[config.mk]
export PLATFORM = sky130hd
export DESIGN_NAME = spim_frame_master
export DESIGN_NICKNAME = d
export VERILOG_FILES = /design/src/rtl/spim_pkg.sv /design/src/rtl/spim_len_dec.sv /design/src/rtl/spim_tick_gen.sv /design/src/rtl/spim_frame_master.sv
export SDC_FILE = /design/constraint.sdc
export NUM_CORES = 1
export LEC_CHECK = 0
export BUFFER_PORTS_ARGS = -buffer_cell sky130_fd_sc_hd__clkbuf_2
export CAP_MARGIN = 20
export CORE_UTILIZATION = 55
export CTS_CLUSTER_DIAMETER = 150
export DETAILED_ROUTE_END_ITERATION = 10
export GPL_TIMING_DRIVEN = 0
export PLACE_DENSITY = 0.76
export SLEW_MARGIN = 15
export SYNTH_ARGS = -nofsm -noshare
export SYNTH_HDL_FRONTEND = slang
export SYNTH_SLANG_ARGS = --single-unit
export TNS_END_PERCENT = 1
[constraint.sdc]
create_clock -name clk -period 14.97 [get_ports clk]
set_input_delay 2.2455 -clock clk [delete_from_list [all_inputs] [get_ports clk]]
set_output_delay 2.2455 -clock clk [all_outputs]
set_load 0.01 [all_outputs]
[src/rtl/spim_pkg.sv]
package spim_pkg;

    localparam int DATA_W = 32;
    localparam int CODE_W = 4;
    localparam int DIV_W  = 3;
    localparam int LEN_W  = $clog2(DATA_W + 1);
    localparam int EDGE_W = LEN_W + 2;
    localparam int HALF_W = (1 << DIV_W) - 1;

    typedef struct packed {
        logic [LEN_W-1:0] nbits;
        logic             lsb;
        logic             cpol;
        logic             cpha;
        logic [DIV_W-1:0] div;
        logic             pen;
        logic             podd;
        logic             txo;
    } spim_cfg_t;

    typedef struct packed {
        logic              active;
        spim_cfg_t         cfg;
        logic [EDGE_W-1:0] edge_cnt;
        logic [LEN_W-1:0]  tx_cnt;
        logic [LEN_W-1:0]  rx_cnt;
        logic [DATA_W-1:0] tx_sh;
        logic [DATA_W-1:0] rx_sh;
        logic              tx_par;
        logic              rx_par;
        logic              sck;
        logic              mosi;
        logic              done;
        logic              perr;
        logic [DATA_W-1:0] rx_word;
    } spim_state_t;

endpackage

[src/rtl/spim_len_dec.sv]
module spim_len_dec #(
    parameter int CODE_W = 4,
    parameter int LEN_W  = 6
) (
    input  logic [CODE_W-1:0] code,
    output logic [LEN_W-1:0]  nbits
);

    always_comb begin
        case (code)
            CODE_W'(13): nbits = LEN_W'(20);
            CODE_W'(14): nbits = LEN_W'(24);
            CODE_W'(15): nbits = LEN_W'(32);
            default:     nbits = LEN_W'(code) + LEN_W'(4);
        endcase
    end

endmodule

[src/rtl/spim_tick_gen.sv]
module spim_tick_gen #(
    parameter int DIV_W  = 3,
    parameter int HALF_W = (1 << DIV_W) - 1
) (
    input  logic             clk,
    input  logic             rst_n,
    input  logic             run,
    input  logic [DIV_W-1:0] div_sel,
    output logic             tick
);

    logic [HALF_W-1:0] cnt_d, cnt_q, lim;

    always_comb begin
        lim   = {HALF_W{1'b1}} >> (HALF_W - int'(div_sel));
        tick  = run && (cnt_q == lim);
        cnt_d = (!run || tick) ? '0 : cnt_q + 1'b1;
    end

    always_ff @(posedge clk or negedge rst_n) begin
        if (!rst_n) cnt_q <= '0;
        else        cnt_q <= cnt_d;
    end

    // the half-period count never passes the selected limit
    assert_half_bound_R3: assert property (@(posedge clk) disable iff (!rst_n)
        cnt_q <= lim);

    // the count restarts from zero whenever no frame is running
    assert_idle_rewind_R3: assert property (@(posedge clk) disable iff (!rst_n)
        !run |=> cnt_q == '0);

endmodule

[src/rtl/spim_frame_master.sv]
module spim_frame_master
    import spim_pkg::*;
(
    input  logic              clk,
    input  logic              rst_n,
    input  logic              start,
    input  logic [DATA_W-1:0] tx_word,
    input  logic [CODE_W-1:0] len_code,
    input  logic              lsb_first,
    input  logic [DIV_W-1:0]  div_sel,
    input  logic              cpol,
    input  logic              cpha,
    input  logic              par_en,
    input  logic              par_odd,
    input  logic              tx_only,
    input  logic              perr_clr,
    input  logic              miso,
    output logic              sck,
    output logic              mosi,
    output logic [DATA_W-1:0] rx_word,
    output logic              done,
    output logic              perr
);

    spim_state_t s_d, s_q;
    logic [LEN_W-1:0] nbits_in;
    logic             tick;

    spim_len_dec #(.CODE_W(CODE_W), .LEN_W(LEN_W)) u_len (
        .code  (len_code),
        .nbits (nbits_in)
    );

    spim_tick_gen #(.DIV_W(DIV_W), .HALF_W(HALF_W)) u_tick (
        .clk     (clk),
        .rst_n   (rst_n),
        .run     (s_q.active),
        .div_sel (s_q.cfg.div),
        .tick    (tick)
    );

    logic [DATA_W-1:0] mask, aligned, data;
    logic [EDGE_W-1:0] k, total;
    logic [LEN_W:0]    fbits;
    logic              odd, smp, drv;

    always_comb begin
        s_d     = s_q;
        s_d.done = 1'b0;
        mask    = {DATA_W{1'b1}} >> (DATA_W - int'(nbits_in));
        aligned = lsb_first ? tx_word : (tx_word << (DATA_W - int'(nbits_in)));
        fbits   = {1'b0, s_q.cfg.nbits} + {{LEN_W{1'b0}}, s_q.cfg.pen};
        total   = {fbits, 1'b0};
        k       = s_q.edge_cnt + 1'b1;
        odd     = k[0];
        smp     = (odd != s_q.cfg.cpha);
        drv     = s_q.cfg.cpha ? (odd && (k != EDGE_W'(1))) : (!odd && (k != total));
        data    = '0;

        if (perr_clr) s_d.perr = 1'b0;

        if (!s_q.active) begin
            s_d.sck = cpol;
            if (start) begin
                s_d.active   = 1'b1;
                s_d.cfg      = '{nbits: nbits_in, lsb: lsb_first, cpol: cpol, cpha: cpha,
                                 div: div_sel, pen: par_en, podd: par_odd, txo: tx_only};
                s_d.edge_cnt = '0;
                s_d.rx_cnt   = '0;
                s_d.rx_sh    = '0;
                s_d.rx_par   = 1'b0;
                s_d.tx_par   = (^(tx_word & mask)) ^ par_odd;
                s_d.mosi     = lsb_first ? aligned[0] : aligned[DATA_W-1];
                s_d.tx_sh    = lsb_first ? (aligned >> 1) : (aligned << 1);
                s_d.tx_cnt   = LEN_W'(1);
            end
        end else if (tick) begin
            s_d.edge_cnt = k;
            s_d.sck      = ~s_q.sck;
            if (smp) begin
                if (s_q.rx_cnt < s_q.cfg.nbits)
                    s_d.rx_sh = s_q.cfg.lsb ? {miso, s_q.rx_sh[DATA_W-1:1]}
                                            : {s_q.rx_sh[DATA_W-2:0], miso};
                else
                    s_d.rx_par = miso;
                s_d.rx_cnt = s_q.rx_cnt + 1'b1;
            end
            if (drv) begin
                if (s_q.tx_cnt < s_q.cfg.nbits) begin
                    s_d.mosi  = s_q.cfg.lsb ? s_q.tx_sh[0] : s_q.tx_sh[DATA_W-1];
                    s_d.tx_sh = s_q.cfg.lsb ? (s_q.tx_sh >> 1) : (s_q.tx_sh << 1);
                end else begin
                    s_d.mosi  = s_q.tx_par;
                end
                s_d.tx_cnt = s_q.tx_cnt + 1'b1;
            end
            if (k == total) begin
                data = s_q.cfg.lsb ? (s_d.rx_sh >> (DATA_W - int'(s_q.cfg.nbits))) : s_d.rx_sh;
                s_d.active  = 1'b0;
                s_d.done    = 1'b1;
                s_d.rx_word = data;
                if (s_q.cfg.pen && !s_q.cfg.txo && (s_d.rx_par != ((^data) ^ s_q.cfg.podd)))
                    s_d.perr = 1'b1;
            end
        end
    end

    always_ff @(posedge clk or negedge rst_n) begin
        if (!rst_n) s_q <= '0;
        else        s_q <= s_d;
    end

    assign sck     = s_q.sck;
    assign mosi    = s_q.mosi;
    assign rx_word = s_q.rx_word;
    assign done    = s_q.done;
    assign perr    = s_q.perr;

    // completion is a single-cycle pulse
    assert_done_pulse_R9: assert property (@(posedge clk) disable iff (!rst_n)
        done |=> !done);

    // nothing above the frame length is ever reported
    assert_rx_upper_zero_R9: assert property (@(posedge clk) disable iff (!rst_n)
        done |-> ((rx_word >> s_q.cfg.nbits) == '0));

    // after the last edge the clock rests at the captured idle level
    assert_sck_rest_R4: assert property (@(posedge clk) disable iff (!rst_n)
        done |-> (sck == s_q.cfg.cpol));

    // the captured configuration holds while a frame runs
    assert_cfg_hold_R10: assert property (@(posedge clk) disable iff (!rst_n)
        (s_q.active ##1 s_q.active) |-> $stable(s_q.cfg));

    // the error flag only drops through a clear
    assert_perr_sticky_R7: assert property (@(posedge clk) disable iff (!rst_n)
        (perr && !perr_clr) |=> perr);

    // a transmit-only frame never raises the error flag
    assert_txonly_quiet_R8: assert property (@(posedge clk) disable iff (!rst_n)
        (s_q.active && s_q.cfg.txo && !perr) |=> !perr);

endmodule

==> flow_metrics.tcl, run 1 <==
set metrics [dict create \
    yosysTopAreaCellShare_pct 27.0 \
    tightest_slew_ns 1.20 \
    end_kind "flop" \
    insertion_delay_ns 0.45 \
    hold_ws_ns 0.494 \
    grt_pass1_vias 13205 \
    crit_type "in -> reg" \
    dpl_cell_area_mm2 0.0142 \
    grt_use_met3_pct 7.39 \
    drc 0 \
    detail-route-antenna-nets 0 \
    rows 56 \
    hold_buffers 0 \
    cpPeakStageDelay_ns 0.47 \
    path_buf_inv 7 \
    cts_resized 0 \
    dpl.hpwl_um 38100 \
    yosysSeqAreaShare_pct 27.0 \
    cp.required_ns 15.27 \
    synth_seq_cells 144 \
    fp.coreArea_mm2 0.0236 \
    die_h_um 158 \
    synth_area_per_cell_um2 8.19 \
    nFillCells 2114 \
    min_period_over_period_pct 47.2 \
    nets 1800 \
    rsz0062_at_grt "no" \
    wl_per_cell_um 24.3 \
    synth_area_mm2 0.0133 \
    worst_path_max_delay_cell "clkbuf_1" \
    ys_types 81 \
    synth_flop_cell "dfrtp_1" \
    cts_max_level 4 \
    final-max-slew-violation-count 0 \
    setup_slack_ns 7.90 \
    synthCells 1626 \
    tns_ns 0 \
    dp_slack_ns 7.55 \
    grt-busiest-layer "met2" \
    fin_skew_ns 0.0183 \
    synthTopCellsByArea "dfrtp_1, mux2i_1, mux2_2" \
    timing.fmax_mhz 142 \
    final.min_clock_period_ns 7.07 \
    start_util_pct 56.4 \
    cts.clk_slew.worst_paths_ns 0.07 \
    die_x_um 158 \
    final_cell_mix "nand2_1, dfrtp_1, o21ai_0" \
    seqCellArea_mm2 0.00360 \
    post_cts_buffers 0 \
    drive_above_1_share_pct 16.6 \
    numCtsBuffers 17 \
    multi_input_area_mm2 0.00882 \
    first_pass_iters 9 \
    max-cap-violations 0 \
    hp-class "reg -> reg" \
    gr-total-overflow 0 \
    status "complete, no violations" \
    use_met1_pct 51.5 \
    dieArea_mm2 0.0249 \
    synth_largest_area_cell "dfrtp_1" \
    slew_headroom_pct 19.6 \
    arrival_ns 7.36 \
    gp_congestion 1.02 \
    async_flop_share_pct 100 \
    use_met2_pct 66.0 \
    path_delay_family "buffers and inverters" \
    antenna_found_initial 0 \
    vias_per_cell 6.70 \
    diodes 0 \
    drtIter0Drc 1777 \
    routed_wl_um 50100 \
    synth_edf_count 0 \
    yosysWarnings 0 \
    worst-path-max-fanout 10 \
    cts.sinks 144 \
    grt_max_degree 99 \
    layout.cells.most_common "nand2_1" \
    crit_path_start_kind "input port" \
    area_growth_pct 11.2 \
    port_buffers 84 \
    grt.total_usage_pct 41.1 \
    synthesis.nets 1696 \
    fin_area_mm2 0.0148 \
    cts_tree "built" \
    hold_violations 0 \
    cts.path.max_buffers 2 \
    setup_viol 0 \
    crit_chain "clkbuf_2, ha_1, clkbuf_1, nor2b_1, inv_1, clkbuf_1, ha_1, inv_1, a21oi_1, or2_2, clkbuf_1, clkbuf_1, a21oi_1, or3_1, a21oi_1, xnor3_1, xnor2_1, or3_1, a21oi_1, xnor2_1, o21ai_0" \
    ioPinCount 86 \
    num_vias 13824 \
    grt_pass1_wl_um 76400 \
    cts_root_buf "clkbuf_16" \
]
[path summary, 6_finish.rpt]
kind / cells after the start / to / from / slack [ns]
min: 2 / s_q[37] / s_q[37] / 0.49
max: 21 / s_q[37] / len_code[2] / 7.90
min reg2reg: 2 / s_q[37] / s_q[37] / 0.49
min in group asynchronous: 1 / s_q[60] / rst_n / 1.72
max in group asynchronous: 2 / s_q[93] / rst_n / 12.42
max reg2reg: 18 / perr / s_q[131] / 8.28
[worst register-to-register path, delay by kind of cell (launching register included)]
family | cells | cell delay, ns
flip-flops | 1 | 0.40
buffers and inverters | 6 | 2.45
AND/OR/NAND/NOR | 2 | 0.79
adder cells (fa/ha/maj) | 1 | 0.36
XOR/XNOR | 6 | 1.88
AO/OA/AOI/OAI | 3 | 0.71
[metrics by stage]
stage                     utilization, %  instances
after global routing                62.7       2062
after global placement              59.9       2029
after CTS                           62.7       2062
after detailed placement            60.1       2030
after floorplan                        -       1626
final                               62.7       2062
[per-layer routing]
metal,vias up,part of all wire [%]
li1,6125,-
met1,6591,39
met2,904,46
met3,204,9.3
met4,0,6.1
met5,-,0
[cell usage after synthesis, drive strengths merged, types with 11 or more instances]
master / instances
a211oi: 13
a21oi: 97
a221oi: 11
a222oi: 22
a31oi: 20
and3: 17
buf: 71
clkbuf: 88
dfrtp: 144
ha: 20
inv: 36
mux2: 80
mux2i: 117
mux4: 24
nand2: 230
nand3: 62
nor2: 131
nor3: 21
o211ai: 20
o21ai: 146
o22ai: 17
xnor2: 52
xor2: 22
[registers in the layout, indices dropped and copies added (netlist names)]
| signal | cells |
|---|---|
| sck | 1 |
| u_tick.cnt_q | 7 |
| rx_word | 32 |
| perr | 1 |
| s_q | 101 |
| done | 1 |
| mosi | 1 |
[kinds of logic after synthesis]
group	share of synthesized area (%)
simple gates	17.0
compound gates	21.4
mux	19.6
buf+inv	6.86
flops	27.0
xor+xnor	6.16
fa+ha+maj	1.88
[cell type report]
class	count	area share (%)
clock buffer	17	2.87
timing repair buffer	85	3.08
sequential	144	24.3
inverter	39	0.988
tap	319	2.69
multi-input combinational	1283	59.5
clock inverter	15	1.32
buffer	160	5.19
Power of run 1 is left out: the tool's default activity adds up to more than one toggle a clock period on the data nets, which glitch-free logic cannot reach.
==> run 2: changes to the inputs <==
Settings changed: ABC_AREA set to 1, PLACE_DENSITY 0.76 to 0.79.
Clock period 14.97 ns to 5.65 ns, I/O delays scaled along.
==> flow_metrics.tcl, run 2 <==
set metrics [dict create \
    status "complete, no violations" \
    grt_pass1_wl_um 80300 \
    cts_resized 0 \
    insertion_delay_ns 0.45 \
    synthCells 2117 \
    arrival_ns 5.28 \
    largest_reg_flops 101 \
    cp.required_ns 5.92 \
    synth_largest_area_cell "dfrtp_1" \
    powerDensity_mw_per_mm2 188 \
    start_util_pct 56.1 \
    detail-route-antenna-nets 0 \
    timing.fmax_mhz 199 \
    crit_type "in -> reg" \
    hp-class "in -> async" \
    crit_path_start_kind "input port" \
    final.min_clock_period_ns 5.02 \
    wl_per_cell_um 20.4 \
    gp_congestion 1.07 \
    diodes 0 \
    yosysMostFrequentCell "nand2_1" \
    final-max-slew-violation-count 0 \
    dpl.hpwl_um 40800 \
    slew_headroom_pct 29.1 \
    post_cts_buffers 0 \
    synthTopCellsByArea "dfrtp_1, nand2_1, nand3_1" \
    synth_xor_xnor_area_share_pct 3.03 \
    drtIter0Drc 1957 \
    rrSetupSlack_ns 1.10 \
    min_period_over_period_pct 88.8 \
    synth_area_per_cell_um2 6.24 \
    dp_slack_ns 0.381 \
    rows 56 \
    dieArea_mm2 0.0247 \
    routed_wl_um 52200 \
    synthSimpleGateAreaFrac_pct 36.2 \
    die_h_um 157 \
    synth_flop_cell "dfrtp_1" \
    numCtsBuffers 17 \
    final_cell_mix "nand2_1, nand3_1, inv_1" \
    worst-path-max-fanout 10 \
    synthesis.nets 2187 \
    yosysTopAreaCellShare_pct 27.3 \
    fp.coreArea_mm2 0.0235 \
    nets 2292 \
    synth_edf_count 0 \
    area_growth_pct 10.8 \
    tightest_slew_ns 1.05 \
    drive_above_1_share_pct 11.1 \
    setup_slack_ns 0.634 \
    yosysWarnings 0 \
    end_kind "flop" \
    peakVddDrop_v 0.000150 \
    fin_skew_ns 0.0240 \
    vias_per_cell 6.21 \
    synth_top_family_by_area "simple AND/OR/NAND/NOR gates" \
    r2r-end "perr" \
    top_register "s_q" \
    first_pass_iters 6 \
    synth_common_cells "nand2_1, nand3_1, inv_1, o21ai_0, dfrtp_1" \
    async_flop_share_pct 100 \
    cts.path.max_buffers 2 \
    hold_buffers 0 \
    antenna_found_initial 1 \
    synthMuxAreaShare_pct 0.909 \
    grt_pass1_vias 15004 \
    cts_tree "built" \
    layout.cells.most_common "nand2_1" \
    gr-total-overflow 0 \
    rsz0062_at_grt "no" \
    setup_viol 0 \
    synth-compound-area-share_pct 18.8 \
    cts_root_buf "clkbuf_16" \
    die_x_um 157 \
    cts.clk_slew.worst_paths_ns 0.09 \
    cts.sinks 144 \
    cts_max_level 4 \
    ys_types 56 \
    yosysSeqAreaShare_pct 27.3 \
    drc 0 \
    hold_violations 0 \
    synth_seq_cells 144 \
    max-cap-violations 0 \
    num_vias 15858 \
    rr_startpoint "s_q[131]" \
    port_buffers 85 \
    tns_ns 0 \
    synthAdderAreaFrac_pct 1.89 \
    p_leak_nw 7.56 \
    ioPinCount 86 \
    synth_area_mm2 0.0132 \
    grt_max_degree 98 \
    rr_worst_depth 24 \
    grt.total_usage_pct 43.1 \
]
## run 2: cell count changes after synthesis, moves of 30 or more
cell and change:
nand2_1 +352, inv_1 +154, nand3_1 +238, mux2_2 -78
o21ai_0 +31, o22ai_1 +38, mux2i_1 -105, nand4_1 +30
xnor2_1 -38
## run 2: cells by family after synthesis
| logic type | count (synthesis) |
|---|---|
| AOI/OAI and AO/OA | 428 |
| xor gates and xnor gates | 44 |
| buffers and inverters | 367 |
| DFF | 144 |
| adders and majority gates | 20 |
| muxes | 12 |
| and+or+nand+nor | 1102 |
## run 2: where the power goes
part           switching [mW]  internal, mW  total (mW)  leakage (nW)
Combinational           0.385         0.161       0.546          5.88
Clock                   0.551         0.620        1.17         0.279
Sequential                  0          1.03        1.03          1.41
Total                   0.936          1.81        2.75          7.56
## run 2: per-stage QoR
step | std cells | util (%) | hold WS [ns] | power, mW | area [um2]
floorplan | 2117 | - | 0.443 | 1.39 | 13200
global placement | 2521 | 59.6 | 0.457 | 1.57 | 14000
detailed placement | 2522 | 59.8 | 0.467 | 1.58 | 14100
CTS | 2554 | 62.2 | 0.344 | 2.72 | 14700
global route | 2554 | 62.2 | 0.356 | 2.82 | 14700
finish | 2554 | 62.2 | 0.309 | 2.75 | 14700
## run 2: critical path: stages
cell and delay, ns:
clkbuf_2 0.11, ha_1 0.25, nand2_1 0.13, inv_2 0.04, nor2_1 0.13, nand2_1 0.13
buf_2 0.23, clkbuf_1 0.25, ha_1 0.33, nor2_4 0.29, clkbuf_1 0.43, nor2_1 0.11
nand2_1 0.08, o31ai_1 0.10, o21ai_0 0.37, mux2i_1 0.19, a21oi_1 0.18, a221oi_1 0.12
a2111oi_0 0.85, a21oi_1 0.10
## run 2: area by class of cell
cell class	count	area, um2
Inverter	216	813
Tap cell	319	399
Buffer	151	749
Clock inverter	15	148
Clock buffer	17	425
Sequential cell	144	3600
Multi-Input combinational cell	1606	8050
Fill cell	2267	8890
Timing Repair Buffer	86	462
## run 2: worst max-delay path by stage
| stage | from | end | slack [ns] |
|---|---|---|---|
| finish | len_code[3] | s_q[87] | 0.63 |
| global route | len_code[3] | s_q[37] | 0.48 |
| CTS | len_code[3] | s_q[87] | 0.82 |
| detailed placement | len_code[3] | s_q[87] | 0.38 |
| global placement | len_code[3] | s_q[83] | 0.36 |
| floorplan | len_code[2] | s_q[37] | 1.49 |
## run 2: routing by layer
| metal | vias to the layer above | track usage [%] | share of wire [%] |
|---|---|---|---|
| li1 | 7298 | - | - |
| met1 | 7302 | 49.1 | 36 |
| met2 | 1002 | 72.3 | 47 |
| met3 | 254 | 7.16 | 8.8 |
| met4 | 2 | 33.3 | 8.5 |
| met5 | - | 0 | 0.025 |
(Power assumes the default switching activity.)
